### src/rtl/gpio_pkg.sv
package gpio_pkg;
  // Word positions inside a 32-pin register group (byte offset = 4 * word)
  typedef enum logic [3:0] {
    W_DIR     = 4'd0,
    W_OUT     = 4'd1,
    W_OUT_SET = 4'd2,
    W_OUT_CLR = 4'd3,
    W_LEVEL   = 4'd4,
    W_RISE_S  = 4'd5,
    W_RISE_C  = 4'd6,
    W_FALL_S  = 4'd7,
    W_FALL_C  = 4'd8,
    W_STAT    = 4'd9
  } grp_word_e;

  localparam int unsigned BANK_EN_OFS = 32'h08;
  localparam int unsigned GRP_BASE    = 32'h10;
  localparam int unsigned GRP_STRIDE  = 32'h28;
  localparam int unsigned GRP_PINS    = 32;
  localparam int unsigned BANK_PINS   = 16;
endpackage

### src/rtl/gpio_sync.sv
module gpio_sync #(
  parameter int unsigned W = 32
) (
  input  logic         clk,
  input  logic         rst,
  input  logic [W-1:0] d,
  output logic [W-1:0] q
);
  logic [W-1:0] meta_q;
  logic [W-1:0] stab_q;

  always_ff @(posedge clk) begin
    if (rst) begin
      meta_q <= '0;
      stab_q <= '0;
    end else begin
      meta_q <= d;
      stab_q <= meta_q;
    end
  end

  assign q = stab_q;
endmodule

### src/rtl/gpio_pin_group.sv
module gpio_pin_group
  import gpio_pkg::*;
#(
  parameter logic [31:0] VALID = '1
) (
  input  logic        clk,
  input  logic        rst,
  input  logic        wr_en,
  input  logic [3:0]  word,
  input  logic [31:0] wdata,
  input  logic [31:0] pin_raw,
  output logic [31:0] rdata,
  output logic [31:0] out_lvl,
  output logic [31:0] out_en,
  output logic [31:0] status
);
  logic [31:0] dir_q, out_q, rise_q, fall_q, stat_q, prev_q;
  logic [31:0] lvl, edges, stat_clr, wmask;

  gpio_sync #(.W(32)) u_sync (
    .clk (clk),
    .rst (rst),
    .d   (pin_raw & VALID),
    .q   (lvl)
  );

  assign wmask = wdata & VALID;
  assign edges = ((lvl & ~prev_q & rise_q) | (~lvl & prev_q & fall_q)) & VALID;

  always_comb begin
    stat_clr = '0;
    if (wr_en && word == W_STAT) stat_clr = wmask;
  end

  always_ff @(posedge clk) begin
    if (rst) begin
      dir_q  <= VALID;
      out_q  <= '0;
      rise_q <= '0;
      fall_q <= '0;
      stat_q <= '0;
      prev_q <= '0;
    end else begin
      prev_q <= lvl;
      // a fresh edge overrides a same-cycle clear
      stat_q <= (stat_q & ~stat_clr) | edges;
      if (wr_en) begin
        case (word)
          W_DIR:     dir_q  <= wmask;
          W_OUT:     out_q  <= wmask;
          W_OUT_SET: out_q  <= out_q | wmask;
          W_OUT_CLR: out_q  <= out_q & ~wmask;
          W_RISE_S:  rise_q <= rise_q | wmask;
          W_RISE_C:  rise_q <= rise_q & ~wmask;
          W_FALL_S:  fall_q <= fall_q | wmask;
          W_FALL_C:  fall_q <= fall_q & ~wmask;
          default: ;
        endcase
      end
    end
  end

  always_comb begin
    case (word)
      W_DIR:                     rdata = dir_q;
      W_OUT, W_OUT_SET, W_OUT_CLR: rdata = out_q;
      W_LEVEL:                   rdata = lvl;
      W_RISE_S, W_RISE_C:        rdata = rise_q;
      W_FALL_S, W_FALL_C:        rdata = fall_q;
      W_STAT:                    rdata = stat_q;
      default:                   rdata = '0;
    endcase
  end

  assign out_lvl = out_q;
  assign out_en  = ~dir_q & VALID;
  assign status  = stat_q;
endmodule

### src/rtl/gpio_edge_ctrl.sv
module gpio_edge_ctrl
  import gpio_pkg::*;
#(
  parameter int unsigned NUM_PINS  = 160,
  parameter int unsigned ADDR_W    = 12,
  parameter int unsigned NUM_BANKS = (NUM_PINS + BANK_PINS - 1) / BANK_PINS
) (
  input  logic                 clk,
  input  logic                 rst,
  input  logic                 bus_sel,
  input  logic                 bus_wr,
  input  logic [ADDR_W-1:0]    bus_addr,
  input  logic [31:0]          bus_wdata,
  output logic [31:0]          bus_rdata,
  output logic                 bus_rvalid,
  input  logic [NUM_PINS-1:0]  pin_in,
  output logic [NUM_PINS-1:0]  pin_out,
  output logic [NUM_PINS-1:0]  pin_oe,
  output logic [NUM_BANKS-1:0] irq
);
  localparam int unsigned NGRP = (NUM_PINS + GRP_PINS - 1) / GRP_PINS;
  localparam int unsigned PADW = NGRP * GRP_PINS;

  logic [PADW-1:0]      pin_pad, out_all, oe_all, status_all;
  logic [NUM_BANKS-1:0] bank_en_q;
  logic [NGRP-1:0]      grp_hit;
  logic [31:0]          grp_rd [NGRP];
  logic [31:0]          rd_mux;
  logic                 bank_en_hit;

  assign pin_pad     = PADW'(pin_in);
  assign bank_en_hit = (bus_addr == ADDR_W'(BANK_EN_OFS));

  for (genvar g = 0; g < NGRP; g++) begin : g_grp
    localparam int unsigned BASE = GRP_BASE + g * GRP_STRIDE;
    localparam int unsigned NV   = (NUM_PINS - g * GRP_PINS) >= GRP_PINS ?
                                   GRP_PINS : (NUM_PINS - g * GRP_PINS);
    localparam logic [31:0] VM   = (NV == GRP_PINS) ? '1 : ((32'd1 << NV) - 32'd1);
    logic [3:0] word;

    assign grp_hit[g] = (bus_addr >= ADDR_W'(BASE)) &&
                        (bus_addr <  ADDR_W'(BASE + GRP_STRIDE));
    assign word = 4'((bus_addr - ADDR_W'(BASE)) >> 2);

    gpio_pin_group #(.VALID(VM)) u_grp (
      .clk     (clk),
      .rst     (rst),
      .wr_en   (bus_sel && bus_wr && grp_hit[g]),
      .word    (word),
      .wdata   (bus_wdata),
      .pin_raw (pin_pad[g*GRP_PINS +: GRP_PINS]),
      .rdata   (grp_rd[g]),
      .out_lvl (out_all[g*GRP_PINS +: GRP_PINS]),
      .out_en  (oe_all[g*GRP_PINS +: GRP_PINS]),
      .status  (status_all[g*GRP_PINS +: GRP_PINS])
    );
  end

  for (genvar b = 0; b < NUM_BANKS; b++) begin : g_irq
    assign irq[b] = bank_en_q[b] & (|status_all[b*BANK_PINS +: BANK_PINS]);
  end

  always_comb begin
    rd_mux = '0;
    if (bank_en_hit) rd_mux = 32'(bank_en_q);
    for (int g = 0; g < NGRP; g++) begin
      if (grp_hit[g]) rd_mux = grp_rd[g];
    end
  end

  always_ff @(posedge clk) begin
    if (rst) begin
      bank_en_q  <= '0;
      bus_rdata  <= '0;
      bus_rvalid <= 1'b0;
    end else begin
      bus_rvalid <= bus_sel && !bus_wr;
      if (bus_sel && !bus_wr) bus_rdata <= rd_mux;
      if (bus_sel && bus_wr && bank_en_hit) bank_en_q <= bus_wdata[NUM_BANKS-1:0];
    end
  end

  assign pin_out = out_all[NUM_PINS-1:0];
  assign pin_oe  = oe_all[NUM_PINS-1:0];
endmodule

### config.mk
export PLATFORM = sky130hd
export DESIGN_NAME = gpio_edge_ctrl
export DESIGN_NICKNAME = d
export VERILOG_FILES = /design/src/rtl/gpio_pkg.sv /design/src/rtl/gpio_sync.sv /design/src/rtl/gpio_pin_group.sv /design/src/rtl/gpio_edge_ctrl.sv
export SDC_FILE = /design/constraint.sdc
export NUM_CORES = 2
export LEC_CHECK = 0
export ABC_AREA = 1
export BUFFER_PORTS_ARGS = -buffer_cell sky130_fd_sc_hd__buf_2
export CORE_MARGIN = 2
export CORE_UTILIZATION = 35
export DETAILED_ROUTE_END_ITERATION = 10
export GPL_ROUTABILITY_DRIVEN = 1
export PLACE_DENSITY = 0.64
export RECOVER_POWER = 25
export SLEW_MARGIN = 20
export SYNTH_ARGS = -nofsm -noshare
export SYNTH_HDL_FRONTEND = slang
export SYNTH_SLANG_ARGS = --single-unit
### constraint.sdc
create_clock -name clk -period 2.3 [get_ports clk]
set_input_delay 0.345 -clock clk [delete_from_list [all_inputs] [get_ports clk]]
set_output_delay 0.345 -clock clk [all_outputs]
set_load 0.01 [all_outputs]
Yosys cells after proc, flatten, opt, wreduce, memory -nomap -nowiden:

Index checks and enable logic that the tools add are counted.

* word-level logic and storage cells: 315
* input bits: 208
* bits in registers: 1323
* output and inout port bits: 363

* eq/ne operators: 46
* $add $sub $neg: 5
* multiplexer cells: 31
* order comparisons: 10
* reduce and logical (&&, ||, !) cells: 84
* bitwise operators: 96

Operators with widths (count)
* bitwise AND 32 bit: 40
* case mux 32 bit (6 select lines): 5
* OR 32 bit: 25
* inverter 32 bit: 21
* case mux 32 bit (2 select lines): 10
* case mux 32 bit (3 select lines): 5
* two-way mux 32 bit: 10
* OR reduction 16 bit: 10
* == test 4 x 3 -> 1 bit, second input constant: 20
* == test 4 x 2 -> 1 bit, second input constant: 10
* == test 4 bit, second input constant: 10
* AND reduction 2 bit: 20
* less-than comparator 12 x 8 -> 1 bit, second input constant: 3
* greater-or-equal comparator 12 x 8 -> 1 bit, second input constant: 2
* == test 4 x 1 -> 1 bit, second input constant: 5
* logical NOT 4 bit: 5
* nonzero test 2 bit: 10
* OR reduction 2 bit: 10
* logical AND 1 bit: 18
* subtractor 6 bit, second input constant: 3
* nonzero test 3 bit: 5
* OR reduction 3 bit: 5
* == test 12 x 4 -> 1 bit, second input constant: 1
* greater-or-equal comparator 12 x 5 -> 1 bit, second input constant: 1
* 9 further kinds: 18

Depth between registers and ports, before layout:

* word-level depth: 9
* gate-level depth with buffers: 17

Hierarchy:

From an unflattened synthesis, not the netlist that was laid out.

* cell total of the unflattened synthesis: 9692
* area, all modules: 63777.4 um^2

By module, submodules not included
* gpio_pin_group: seq. area each 3843.7 um^2, cells an instance 1582, instances 5, area an instance 10003.3 um^2
* gpio_sync: seq. area each 1281.2 um^2, cells an instance 199, instances 5, area an instance 1840.5 um^2
* gpio_edge_ctrl: seq. area each 860.8 um^2, cells an instance 787, instances 1, area an instance 4558.1 um^2

Worst setup path after synthesis:

OpenSTA, ideal clock, no wires.

* path kind: input port to flip-flop
* start: in bus_addr[3]
* end: reg bus_rdata[28]
* cell stages on the path: 14
* path buffers: 3
* setup time: 0.109 ns
* arrival time: 2.276 ns
* setup slack: -0.085 ns
* path through: buf_2 -> inv_4 -> ha_1 -> clkbuf_1 -> nor2_1 -> nand2_1 -> inv_2 -> buf_2 -> a21oi_1 -> nand3_1 -> o21ai_0 -> nand3_1 -> nand2_1 -> inv_1

* longest elaborated chain between the ends: 9
* elaborated cells on any way between the ends: 95
* those cells by class: add/sub (5); order compare (10); eq/ne (45); mux (10); reduce/logical (25)

RTL lines
* start, declared: line gpio_edge_ctrl.sv:12 `input logic [ADDR_W-1:0] bus_addr,`
* subtractor 6 x 5 -> 6 bit: line gpio_edge_ctrl.sv:43 `assign word = 4'((bus_addr - ADDR_W'(BASE)) >> 2);`
* == test 4 x 1 -> 1 bit, or another cell as far along: line gpio_pin_group.sv:64 `case (word)`
* OR reduction 3 bit or OR reduction 2 bit (tied branches): line gpio_pin_group.sv:64
* case mux 32 bit (6 select lines): line gpio_pin_group.sv:64
* two-way mux 32 bit (4 in a row): line gpio_edge_ctrl.sv:67 `if (grp_hit[g]) rd_mux = grp_rd[g];`
* two-way mux 32 bit *: line gpio_edge_ctrl.sv:67
* end signal, assigned: line gpio_edge_ctrl.sv:78 `if (bus_sel && !bus_wr) bus_rdata <= rd_mux;`
* end, declared: line gpio_edge_ctrl.sv:14 `output logic [31:0] bus_rdata,`

Every way passes the cells marked *; elsewhere a longest branch is shown, timed or not.
A chain may end at the register's enable or synchronous reset.

Final worst setup path:

* start: reg g_grp[0].u_grp.stat_q[24]
* end: out irq[1]

* longest elaborated chain between the ends: 2

RTL lines
* start, declared: line gpio_pin_group.sv:17 `logic [31:0] dir_q, out_q, rise_q, fall_q, stat_q, prev_q;`
* start signal, assigned: line gpio_pin_group.sv:46 `stat_q <= (stat_q & ~stat_clr) | edges;`
* OR reduction 16 bit: line gpio_edge_ctrl.sv:60 `assign irq[b] = bank_en_q[b] & (|status_all[b*BANK_PINS +: BANK_PINS]);`
* bitwise AND 1 bit: line gpio_edge_ctrl.sv:60
* end, declared: line gpio_edge_ctrl.sv:19 `output logic [NUM_BANKS-1:0] irq`

Every way passes these cells.

==> impl_results.md <==
* Maximum clock frequency at around 410 MHz
* Final min period at roughly 2.4 ns
* Core box area at 156000 um^2
* Number of flops mapped to enable cells by yosys at 0
* CP Launch Type: flip-flop
* Outcome: complete, but fails checks
* Clock buffer count from CTS at ~150
* Violated checks: capacitance limit, slew limit, setup timing
* PD cells at 738 nW/um^2
* Net Count, Synth at roughly 8.0k
* IO Port Bufs at 570
* Worst reg-to-reg path cell count at 11
* Buf/Inv on CP at 3
* Clk Latency, worst-skew pair at between 0.8 and 0.9 ns
* Clk sinks at ~1.3k
* H-tree Lvls at 4
* Die Y at roughly 400 um
* Chip Width at roughly 400 um
* # IOs at 571
* Setup ws final at -0.141 ns
* Seq/Total Area, Yosys at around 48%
* Synthesized instance count at roughly 7.7k
* Routability cong. at roughly 1.1
* Initial Util at between 30% and 40%
* CP cell instances: nor4_4, buf_4, a41oi_2, buf_6, buf_6
* P_leak at roughly 32 nW
* Util after Layout at about 46%
* Hold path depth at 4
* Layout cell share with drive strength beyond 1 at between 15 and 20%
* Pre-antenna DRT Iters at 8
* Synthesis-to-finish area growth at 30.4%
* Clock transition at path regs at 0.06 ns
* Vias in the first global route at ~54k
* Row Count at about 150
* Routed WL at around 280000 um
* Initial drt markers at 8570
* Synth Area per Inst at ~7.1 um^2
* Worst hold path class: in -> reg
* Crit path max-delay cell type: dfxtp_2
* Total of max-cap violations at 1
* Hold Vio Cnt, Final at 0
* R2r setup slk at 0.29 ns
* Crit-path most repeated cell: buf_6
* WS Path Type: reg -> out
* First-pass GRT wire length at 387000 um
* Post-route ant nets at 0
* Tightest Pin Transition at about 1.9 ns
* Maximum single-stage delay on the critical path at 0.34 ns
* Critical Path End Type: output pin
* Met1 Usage GRT at a little over two fifths
* Avg WL per Cell at approximately 26 um
* Final hold slack at around 0.070 ns
* Mapped cell area at 54900 um^2
* Synth Warn # at 0
* WP depth at 5
* Met3 usage at 9.54%
* #FFs+latches synth at ~1.3k
* Top fanout value on the critical path at 3
* Root Buffer: clkbuf_16
* Setup-failing EPs final at between 200 and 300
* Overflow after GRT at 0
* Delay-heaviest family, CP: buffers and inverters
* Worst EP required at 1.96 ns
* Post-DP HPWL at 200000 um
* Full die area at between 150000 and 200000 um^2
* RSZ-0062 raised after global routing: true
* Via Count at around 60k
* Netlist cell types at 34
* Largest net degree at the start of global routing at 192
* Main flop type after synthesis: dfxtp_1
* Max-slew headroom at -26.2%
* Met2 usage at approximately 47%
* Via density at roughly 5.5
* Initial antenna violation count at 33
* Asr flop ratio synth at 0%
* Final-stage net count at 8933
* Final worst path period share at 106%
* Critical Path AT at between 2 and 2.5 ns
* Worst vdd ir at between 0.8 and 0.9 mV
* Worst clock skew at around 0.033 ns
* TritonCTS clock tree: yes
* Clock Tree Buf Depth at 3
* Number of max-slew violations in the final report at ~300
* Most used routing layer: met2
* DRC at 0
* Total Routing Usage GR at around a third
[logic make-up (layout without fill, tap and decap cells)]
logic type               Yosys count  in the layout  synth area share (%)
adder cells (fa/ha/maj)            3              3                0.0684
AND/OR/NAND/NOR                 3016           3016                  22.8
AO/OA/AOI/OAI                   2008           2008                  19.2
flip-flops                      1323           1323                  48.2
buffers and inverters           1394           2488                  9.69
other                              0             10                     0
[tightest hold or removal path: cells and delay by family]
family,cells,cell delay [ns]
buf+inv,2,0.32
compound gates,1,0.06
simple gates,1,0.12
[synth_stat cells, types with 15 or more instances]
cell / number / area share [%]
a21boi_0: 15 / 0.21
a21oi_1: 742 / 6.8
a22oi_1: 59 / 0.81
a31oi_1: 160 / 1.8
buf_1: 16 / 0.11
buf_2: 71 / 0.65
clkbuf_1: 459 / 3.1
dfxtp_1: 1323 / 48
inv_1: 829 / 5.7
nand2_1: 1071 / 7.3
nand3_1: 552 / 5.0
nand3b_1: 26 / 0.36
nand4_1: 92 / 1.0
nor2_1: 1197 / 8.2
nor3_1: 29 / 0.26
nor4_1: 38 / 0.43
o211ai_1: 22 / 0.30
o21ai_0: 985 / 9.0
[final cells by class]
class	count	area, um^2
Clock buffer	220	4450
Inverter	848	3190
Multi-Input combinational cell	5027	23600
Tap cell	2058	2570
Fill cell	15668	84400
Timing Repair Buffer	1370	10500
Clock inverter	50	672
Antenna cell	10	25.0
Sequential cell	1323	26500
[path summary, 6_finish.rpt]
path,from,to
setup reg to reg,g_grp[0].u_grp.u_sync.q[30],bus_rdata[30]
hold reg to reg,g_grp[4].u_grp.u_sync.meta_q[11],g_grp[4].u_grp.u_sync.q[11]
hold / removal,bus_wdata[10],g_grp[4].u_grp.out_lvl[10]
setup / recovery,g_grp[0].u_grp.status[24],irq[1]
[layer usage]
metal  part of all wire [%]  up-vias
met1                     39    28343
met3                     12      732
met5                  0.037        -
li1                       -    27291
met2                     41     3956
met4                    7.4       16
[power breakdown]
| group | total (W) | switching (W) | internal, W |
|---|---|---|---|
| Clock | 0.0249 | 0.0106 | 0.0143 |
| Combinational | 0.00430 | 0.00296 | 0.00135 |
| Sequential | 0.0236 | 0.000274 | 0.0233 |
| Total | 0.0528 | 0.0138 | 0.0390 |
[cell usage in the layout (no fill, tap or decap), types with 25 or more instances in the layout]
cell type	instances
nor2_1	1182
dfxtp_1	1298
clkbuf_16	152
o21ai_0	980
buf_12	100
clkbuf_8	40
nor3_1	28
clkbuf_1	36
buf_4	500
inv_1	828
nand3b_1	26
nand2_1	1069
a21oi_1	742
buf_2	567
a31oi_1	160
dfxtp_2	25
a22oi_1	59
nand3_1	552
nand4_1	92
dlygate4sd3_1	169
[through the flow]
stage          setup slack (ns)  cells  area [um^2]  power [W]  setup TNS, ns
6_report                 -0.141  10906        71600     0.0528         -14.05
5_1_grt                  -0.150  10897        71600     0.0541          -8.56
4_1_cts                  -0.158  10896        71700     0.0529         -0.384
3_5_place_dp              -1.06  10455        64400     0.0280        -258.10
3_3_place_gp              -1.14  10455        64400     0.0280        -262.73
2_1_floorplan          -0.00731   7744        54900     0.0256         -0.219
[repair_timing]
| action | in CTS | in global routing |
|---|---|---|
| endpoints found under the setup margin | 11 | 80 |
| hold buffers | 169 | 0 |
| pin swaps | 22 | 12 |
| setup buffers | 2 | 0 |
| cloned | 0 | 0 |
| hold endpoints to repair | 205 | 0 |
| gates resized for setup | 79 | 21 |
Note: power is estimated with default switching activity, not from simulation.
